**src/rtl/node_pwr_pkg.sv**
```systemverilog
// Shared definitions for the USB node power state controller.
// Assumes a two-bit state code that firmware commands reuse as-is.
package node_pwr_pkg;
    typedef enum logic [1:0] {
        ST_RESET  = 2'b00,
        ST_RESUME = 2'b01,
        ST_OPER   = 2'b10,
        ST_SUSP   = 2'b11
    } node_state_t;
endpackage

```
**src/rtl/node_idle_timer.sv**
```systemverilog
// Idle timer: a prescaler produces a periodic tick, ticks are counted
// while the upstream port stays quiet, and a flag is raised once
// IDLE_TICKS ticks have elapsed. Any bus activity restarts everything.
// Assumes TICK_DIV >= 2 and IDLE_TICKS >= 1.
module node_idle_timer #(
    parameter int TICK_DIV   = 48000,
    parameter int IDLE_TICKS = 5
) (
    input  logic clk,
    input  logic rst_n,
    input  logic bus_activity,
    output logic idle_reached
);
    localparam int PW = (TICK_DIV > 2) ? $clog2(TICK_DIV) : 1;
    localparam int IW = $clog2(IDLE_TICKS + 1);

    logic [PW-1:0] pre_cnt;
    logic [IW-1:0] tick_cnt;
    logic          tick;

    // Tick on the last count of the prescaler period.
    assign tick = (pre_cnt == PW'(TICK_DIV - 1));

    // Prescaler, saturating tick counter and sticky idle flag.
    always_ff @(posedge clk) begin
        if (!rst_n || bus_activity) begin
            pre_cnt      <= '0;
            tick_cnt     <= '0;
            idle_reached <= 1'b0;
        end else begin
            pre_cnt <= tick ? '0 : pre_cnt + 1'b1;
            if (tick && tick_cnt != IW'(IDLE_TICKS)) begin
                tick_cnt <= tick_cnt + 1'b1;
            end
            if (tick && tick_cnt == IW'(IDLE_TICKS - 1)) begin
                idle_reached <= 1'b1;
            end
        end
    end
endmodule

```
**src/rtl/node_resume_timer.sv**
```systemverilog
// Resume duration timer: preloaded while idle, counts down while the
// node is driving resume, and reports done on the final cycle.
// Assumes RESUME_CYC >= 2.
module node_resume_timer #(
    parameter int RESUME_CYC = 480000
) (
    input  logic clk,
    input  logic rst_n,
    input  logic run,
    output logic done
);
    localparam int RW = $clog2(RESUME_CYC);

    logic [RW-1:0] remain;

    // Last cycle of the resume window.
    assign done = run && (remain == '0);

    // Preload when not running, count down while running.
    always_ff @(posedge clk) begin
        if (!rst_n || !run) begin
            remain <= RW'(RESUME_CYC - 1);
        end else if (remain != '0) begin
            remain <= remain - 1'b1;
        end
    end
endmodule

```
**src/rtl/node_state_fsm.sv**
```systemverilog
// Node state machine: combines firmware commands with latched bus
// detections, accepts local wake when the idle flag allows it, and
// produces one-cycle event flags. Assumes detection inputs are
// synchronous to clk.
module node_state_fsm
    import node_pwr_pkg::*;
(
    input  logic        clk,
    input  logic        rst_n,
    input  logic        cmd_valid,
    input  logic [1:0]  cmd_state,
    input  logic        bus_reset_det,
    input  logic        suspend_det,
    input  logic        resume_det,
    input  logic        bus_activity,
    input  logic        local_wake,
    input  logic        wake_ok,
    input  logic        resume_done,
    output node_state_t state,
    output logic        evt_bus_reset,
    output logic        evt_suspend,
    output logic        evt_resume
);
    node_state_t nxt;
    logic        susp_seen;
    logic        res_seen;
    logic        want_reset;
    logic        want_oper;
    logic        want_susp;

    // Decode the firmware command.
    assign want_reset = cmd_valid && (cmd_state == 2'b00);
    assign want_oper  = cmd_valid && (cmd_state == 2'b10);
    assign want_susp  = cmd_valid && (cmd_state == 2'b11);

    // Next-state selection; a reset command outranks everything.
    always_comb begin
        nxt = state;
        if (want_reset) begin
            nxt = ST_RESET;
        end else begin
            case (state)
                ST_RESET:  if (want_oper) nxt = ST_OPER;
                ST_OPER:   if (want_susp && (susp_seen || suspend_det)) nxt = ST_SUSP;
                ST_SUSP: begin
                    if (want_oper && (res_seen || resume_det)) nxt = ST_OPER;
                    else if (local_wake && wake_ok)            nxt = ST_RESUME;
                end
                ST_RESUME: if (resume_done) nxt = ST_OPER;
                default:   nxt = ST_RESET;
            endcase
        end
    end

    // State register.
    always_ff @(posedge clk) begin
        if (!rst_n) state <= ST_RESET;
        else        state <= nxt;
    end

    // Remember a suspend detection until used, cancelled or left behind.
    always_ff @(posedge clk) begin
        if (!rst_n || state != ST_OPER || nxt != ST_OPER || bus_activity) begin
            susp_seen <= 1'b0;
        end else if (suspend_det) begin
            susp_seen <= 1'b1;
        end
    end

    // Remember a resume detection for the current suspend only.
    always_ff @(posedge clk) begin
        if (!rst_n || state != ST_SUSP || nxt != ST_SUSP) begin
            res_seen <= 1'b0;
        end else if (resume_det) begin
            res_seen <= 1'b1;
        end
    end

    // One-cycle event flags following each detection.
    always_ff @(posedge clk) begin
        if (!rst_n) begin
            evt_bus_reset <= 1'b0;
            evt_suspend   <= 1'b0;
            evt_resume    <= 1'b0;
        end else begin
            evt_bus_reset <= bus_reset_det;
            evt_suspend   <= suspend_det;
            evt_resume    <= resume_det;
        end
    end
endmodule

```
**src/rtl/usb_node_pwr_ctrl.sv**
```systemverilog
// Top of the USB node power state controller. Ties the idle timer,
// resume timer and state machine together and derives endpoint
// disable. Assumes all inputs are synchronous to clk.
module usb_node_pwr_ctrl
    import node_pwr_pkg::*;
#(
    parameter int TICK_DIV   = 48000,
    parameter int IDLE_TICKS = 5,
    parameter int RESUME_CYC = 480000
) (
    input  logic       clk,
    input  logic       rst_n,
    input  logic       cmd_valid,
    input  logic [1:0] cmd_state,
    input  logic       bus_reset_det,
    input  logic       suspend_det,
    input  logic       resume_det,
    input  logic       bus_activity,
    input  logic       local_wake,
    output logic [1:0] node_state,
    output logic       ep_disable,
    output logic       evt_bus_reset,
    output logic       evt_suspend,
    output logic       evt_resume,
    output logic       wake_ok
);
    node_state_t state;
    logic        resume_done;

    node_idle_timer #(
        .TICK_DIV   (TICK_DIV),
        .IDLE_TICKS (IDLE_TICKS)
    ) u_idle (
        .clk          (clk),
        .rst_n        (rst_n),
        .bus_activity (bus_activity),
        .idle_reached (wake_ok)
    );

    node_resume_timer #(
        .RESUME_CYC (RESUME_CYC)
    ) u_resume (
        .clk   (clk),
        .rst_n (rst_n),
        .run   (state == ST_RESUME),
        .done  (resume_done)
    );

    node_state_fsm u_fsm (
        .clk           (clk),
        .rst_n         (rst_n),
        .cmd_valid     (cmd_valid),
        .cmd_state     (cmd_state),
        .bus_reset_det (bus_reset_det),
        .suspend_det   (suspend_det),
        .resume_det    (resume_det),
        .bus_activity  (bus_activity),
        .local_wake    (local_wake),
        .wake_ok       (wake_ok),
        .resume_done   (resume_done),
        .state         (state),
        .evt_bus_reset (evt_bus_reset),
        .evt_suspend   (evt_suspend),
        .evt_resume    (evt_resume)
    );

    // Outputs derived from the state register.
    assign node_state = state;
    assign ep_disable = (state != ST_OPER);
endmodule

```
**config.mk**
```make
export PLATFORM = sky130hd
export DESIGN_NAME = usb_node_pwr_ctrl
export DESIGN_NICKNAME = d
export VERILOG_FILES = /design/src/rtl/node_pwr_pkg.sv /design/src/rtl/node_idle_timer.sv /design/src/rtl/node_resume_timer.sv /design/src/rtl/node_state_fsm.sv /design/src/rtl/usb_node_pwr_ctrl.sv
export SDC_FILE = /design/constraint.sdc
export NUM_CORES = 1
export LEC_CHECK = 0
export BUFFER_PORTS_ARGS = -buffer_cell sky130_fd_sc_hd__clkbuf_2
export CORE_MARGIN = 5
export CORE_UTILIZATION = 59
export DETAILED_ROUTE_END_ITERATION = 16
export PLACE_DENSITY_LB_ADDON = 0.15
export SKIP_CTS_REPAIR_TIMING = 1
export SLEW_MARGIN = 25
export SYNTH_ARGS = -nofsm -noshare
export SYNTH_HDL_FRONTEND = slang
export SYNTH_SLANG_ARGS = --single-unit
```
**constraint.sdc**
```tcl
create_clock -name clk -period 2.19 [get_ports clk]
set_input_delay 0.438 -clock clk [delete_from_list [all_inputs] [get_ports clk]]
set_output_delay 0.438 -clock clk [all_outputs]
set_load 0.05 [all_outputs]
```
### Yosys cells after proc, flatten, opt, wreduce, memory -nomap -nowiden

Index checks and enable logic that the tools add are counted.

* add/sub/neg operators: 3
* equal/unequal tests: 12
* muxes and demuxes: 7
* reduce and logical (&&, ||, !) cells: 25

Operator list (count)
* zero test 19 bit: 1
* nonzero test 19 bit: 1
* subtractor 19 x 1 -> 19 bit (second input constant): 1
* adder 16 x 1 -> 16 bit (second input constant): 1
* equality test 16 bit (second input constant): 1
* 2-to-1 mux 2 bit: 6
* logical AND 1 bit: 9
* logical OR 1 bit: 9
* equality test 2 bit (second input constant): 4
* != test 2 bit (second input constant): 4
* case mux 2 bit (4 select lines): 1
* zero test 2 bit: 2
* adder 3 x 1 -> 3 bit (second input constant): 1
* equality test 3 bit (second input constant): 1
* != test 3 bit (second input constant): 1
* equality test 2 x 1 -> 1 bit (second input constant): 1
* zero test 1 bit: 2
* OR reduction 2 bit: 1

* flip-flop bits (word level): 46
* input port bits: 10
* output and inout bits: 7
* logic and storage cells: 57

### Logic depth before layout (Yosys ltp)

* depth after elaboration: 9
* mapped depth: 7

### Modules after synthesis

A second synthesis with hierarchy kept.

* cells, all modules: 260
* area total of the unflattened synthesis: 2329.7 um2

Modules (own cells, without submodules)
* node_resume_timer: times used 1, cells an instance 122, area an instance 1046.0 um2
* node_idle_timer: times used 1, cells an instance 106, area an instance 963.4 um2
* node_state_fsm: times used 1, cells an instance 30, area an instance 305.3 um2
* usb_node_pwr_ctrl: times used 1, cells an instance 2, area an instance 15.0 um2

### Worst setup path after synthesis

OpenSTA, ideal clock, no wires.

* path type: register -> register
* from: register u_fsm.state[0]
* to: register u_resume.remain[5]
* arrival: 1.756 ns
* setup slack: 0.310 ns
* stages on the path, launching flop included: 8
* cell sequence: dfxtp_1 clkbuf_1 and3b_1 clkbuf_1 clkbuf_1 o211ai_1 o41ai_1 nor2_1

* cells in the longest elaborated chain, start to end: 3

RTL lines
* start, declared: RTL line node_state_fsm.sv:19 `output node_state_t state,`
* start signal, assigned: RTL line node_state_fsm.sv:58 `else state <= nxt;`
* equality test 2 x 1 -> 1 bit: RTL line usb_node_pwr_ctrl.sv:45 `.run (state == ST_RESUME),`
* zero test 1 bit: RTL line node_resume_timer.sv:21 `if (!rst_n || !run) begin`
* logical OR 1 bit: RTL line node_resume_timer.sv:21
* end signal, assigned: RTL line node_resume_timer.sv:22 `remain <= RW'(RESUME_CYC - 1);`
* end signal, assigned: RTL line node_resume_timer.sv:24 `remain <= remain - 1'b1;`
* end, declared: RTL line node_resume_timer.sv:14 `logic [RW-1:0] remain;`

Every way passes these cells.
A chain may end at the register's enable or synchronous reset.

### Worst setup path in the final report

* from: register u_idle.pre_cnt[10]
* to: register u_idle.pre_cnt[7]

* cells in the longest elaborated chain, start to end: 2

RTL lines
* start, declared: RTL line node_idle_timer.sv:17 `logic [PW-1:0] pre_cnt;`
* start signal, assigned: RTL line node_idle_timer.sv:31 `pre_cnt <= tick ? '0 : pre_cnt + 1'b1;`
* equality test 16 bit: RTL line node_idle_timer.sv:22 `assign tick = (pre_cnt == PW'(TICK_DIV - 1));`
* OR reduction 2 bit (no line)

Every way passes these cells.

==> impl_metrics.yaml <==
floorplanning:
  initial_core_util_pct: 61.8
  rows: 22
  dieArea_mm2: 0.00520
  die_h_um: 72.1
  core_area_mm2: 0.00369
  num_io_pins: 17
  die_w_um: 72.1
worst_setup_path:
  max_stage_delay_ns: 0.57
  start_kind: "flip-flop"
  end_kind: "flip-flop"
  path_class: "reg -> reg"
  crit_path_cell_trace: "or4b_1 -> or4_4 -> nand2b_4 -> nor2_1"
  critical_path_required_ns: 2.37
  crit_fanout: 15
  critPathArrivalTime_ns: 2.01
  cp_slowest_cell: "or4_4"
global_routing:
  antenna_found_initial: 0
  overflow: 0
  grt_pass1_wl_mm: 8.07
  grt_max_degree: 16
  grt_util_all_layers_pct: 19.1
  grt_pass1_vias: 1893
timing:
  hold_viol: 0
  skew_ns: 0.0124
  rsz0062_at_grt: "false"
  relSlewSlack_pct: 69.6
  finalSetupTns_ns: 0
  report.final.slew_viol_count: 0
  setup_viol: 0
  post-route-period-util_pct: 84.0
  clock.fmax_ghz: 0.544
  period_needed_ns: 1.84
  worst_pin_slew_ns: 0.453
finish:
  fin_nets: 307
  layout_common_cells: "46 x dfxtp_1, 26 x nor2_1, 19 x nor3_1, 17 x nand3_1, 16 x clkbuf_2"
  fillers: 308
  mostFrequentLayoutCell: "dfxtp_1"
  area_growth_pct: 12.0
  drive_above_1_share_pct: 14.0
  antenna_cells: 0
placed_design:
  dpl.hpwl_mm: 3.39
  portBuffers: 16
  place.gp.congestion: 0.884
clocking:
  ctsHtreeMaxLevel: 2
  clockBufferDepth: 2
  cts_root_buf: "clkbuf_8"
  cts.sinks: 46
  clock_latency_ns: 0.30
  cts_tree: "built"
  cts.clk_slew.worst_paths_ns: 0.08
  numCtsBuffers: 5
pwr:
  max-vdd-ir-drop_mv: 0.725
  p_per_area_mw_per_mm2: 596
  p_leak_uw: 0.000868
  finalPower_uw: 1520
run_status:
  run_status: "finished clean"
route:
  first_iter_violations: 211
  wl_mm: 4.64
  drc: 0
  drtPass1Iterations: 4
  vias_per_cell: 5.96
  wl_per_cell_um: 13.7
  vias: 2026
  ant_nets: 0
synthesis:
  synth_area_mm2: 0.00228
  syn-instance-count: 269
  yosysWarnings: 0
  yosys.cell_types.count: 45
  ys_ff_latch: 46
  ys_seq_area_share_pct: 40.4
  avgSynthCellArea_um2: 8.47
  syn_nets: 285
run:
  drv_cap: 0
min_path:
  hold_class: "in -> reg"
cell type report:
| cell class | instances | area, µm² | share of cell area (%) |
|---|---|---|---|
| Multi-Input combinational cell | 202 | 1270 | 49.8 |
| Sequential cell | 46 | 921 | 36.1 |
| Timing Repair Buffer | 26 | 155 | 6.08 |
| Clock buffer | 7 | 76.3 | 2.99 |
| Tap cell | 48 | 60.1 | 2.35 |
| Inverter | 10 | 37.5 | 1.47 |
| Clock inverter | 1 | 30.0 | 1.18 |
cells by family (layout without fill, tap and decap cells):
logic type | Yosys count | count (layout) | share of synthesized area (%)
flip-flops | 46 | 46 | 40.4
multiplexers | 1 | 1 | 0.439
XOR/XNOR | 12 | 12 | 4.61
adder cells (fa/ha/maj) | 6 | 6 | 3.29
AO/OA/AOI/OAI | 47 | 47 | 13.0
AND/OR/NAND/NOR | 136 | 136 | 34.2
buffers and inverters | 21 | 44 | 4.06
synthesized netlist by cell type (all sizes together):
cell,instances,area (µm²)
or3,3,18.8
a311oi,3,26.3
a31oi,5,31.3
or3b,1,8.76
o211ai,5,37.5
xor2,7,61.3
nor3b,2,20.0
nor2,26,97.6
dfxtp,46,921
buf,2,20.0
o311ai,1,8.76
and3b,1,8.76
clkbuf,9,35.0
a21oi,13,65.1
o41ai,2,17.5
inv,10,37.5
a211oi,1,7.51
or4b,2,20.0
nand3,17,85.1
and3,4,26.3
nor3,20,105
o32ai,1,8.76
xnor2,5,43.8
ha,6,75.1
mux2i,1,10.0
nor4,11,75.1
and2,5,31.3
or4,7,56.3
o31ai,5,37.5
o21ai,11,55.1
nor4b,1,8.76
nand4,10,62.6
and4,6,52.6
nand2b,5,38.8
nand3b,2,15.0
nand2,13,48.8
final timing paths:
path / startpoint / endpoint / slack [ns] / cells after the start
setup / recovery: u_idle.pre_cnt[10] / u_idle.pre_cnt[7] / 0.35 / 4
hold / removal: bus_activity / u_fsm.susp_seen / 0.31 / 2
setup reg to reg: u_idle.pre_cnt[10] / u_idle.pre_cnt[7] / 0.35 / 4
hold reg to reg: u_idle.pre_cnt[0] / u_idle.pre_cnt[0] / 0.47 / 1
worst max-delay path: cells and delay by family (launching register included):
kind	cells	cell delay [ns]
DFF	1	0.35
and+or+nand+nor	4	1.37
flip-flops by register name, indices dropped and copies added, names as in the netlist:
register,count
u_fsm.evt_bus_reset,1
u_fsm.evt_resume,1
u_fsm.evt_suspend,1
u_fsm.res_seen,1
u_fsm.state,2
u_fsm.susp_seen,1
u_idle.idle_reached,1
u_idle.pre_cnt,16
u_idle.tick_cnt,3
u_resume.remain,19
power by group:
part           switching, µW  internal [µW]
clock network            269            342
logic                   42.3           19.5
registers               5.49            842
routing by layer:
| metal | vias to the layer above | GRT usage (%) | part of all wire [%] |
|---|---|---|---|
| met2 | 37 | 32.4 | 50 |
| met3 | 4 | 4.71 | 3.4 |
| met1 | 934 | 22.8 | 45 |
| met5 | - | 0 | 0 |
| li1 | 1051 | - | - |
| met4 | 0 | 8.35 | 1.1 |
stage by stage:
stage,utilization [%],std cells,cell area [µm²],setup slack (ns),hold WS (ns)
CTS,69.0,340,2540,0.214,0.301
finish,69.2,340,2550,0.351,0.308
floorplan,-,269,2280,0.310,0.426
global placement,66.1,332,2440,0.329,0.441
detailed placement,66.1,332,2440,0.227,0.453
global route,69.2,340,2550,0.206,0.314
No activity file was read; power rests on OpenSTA's default activity.
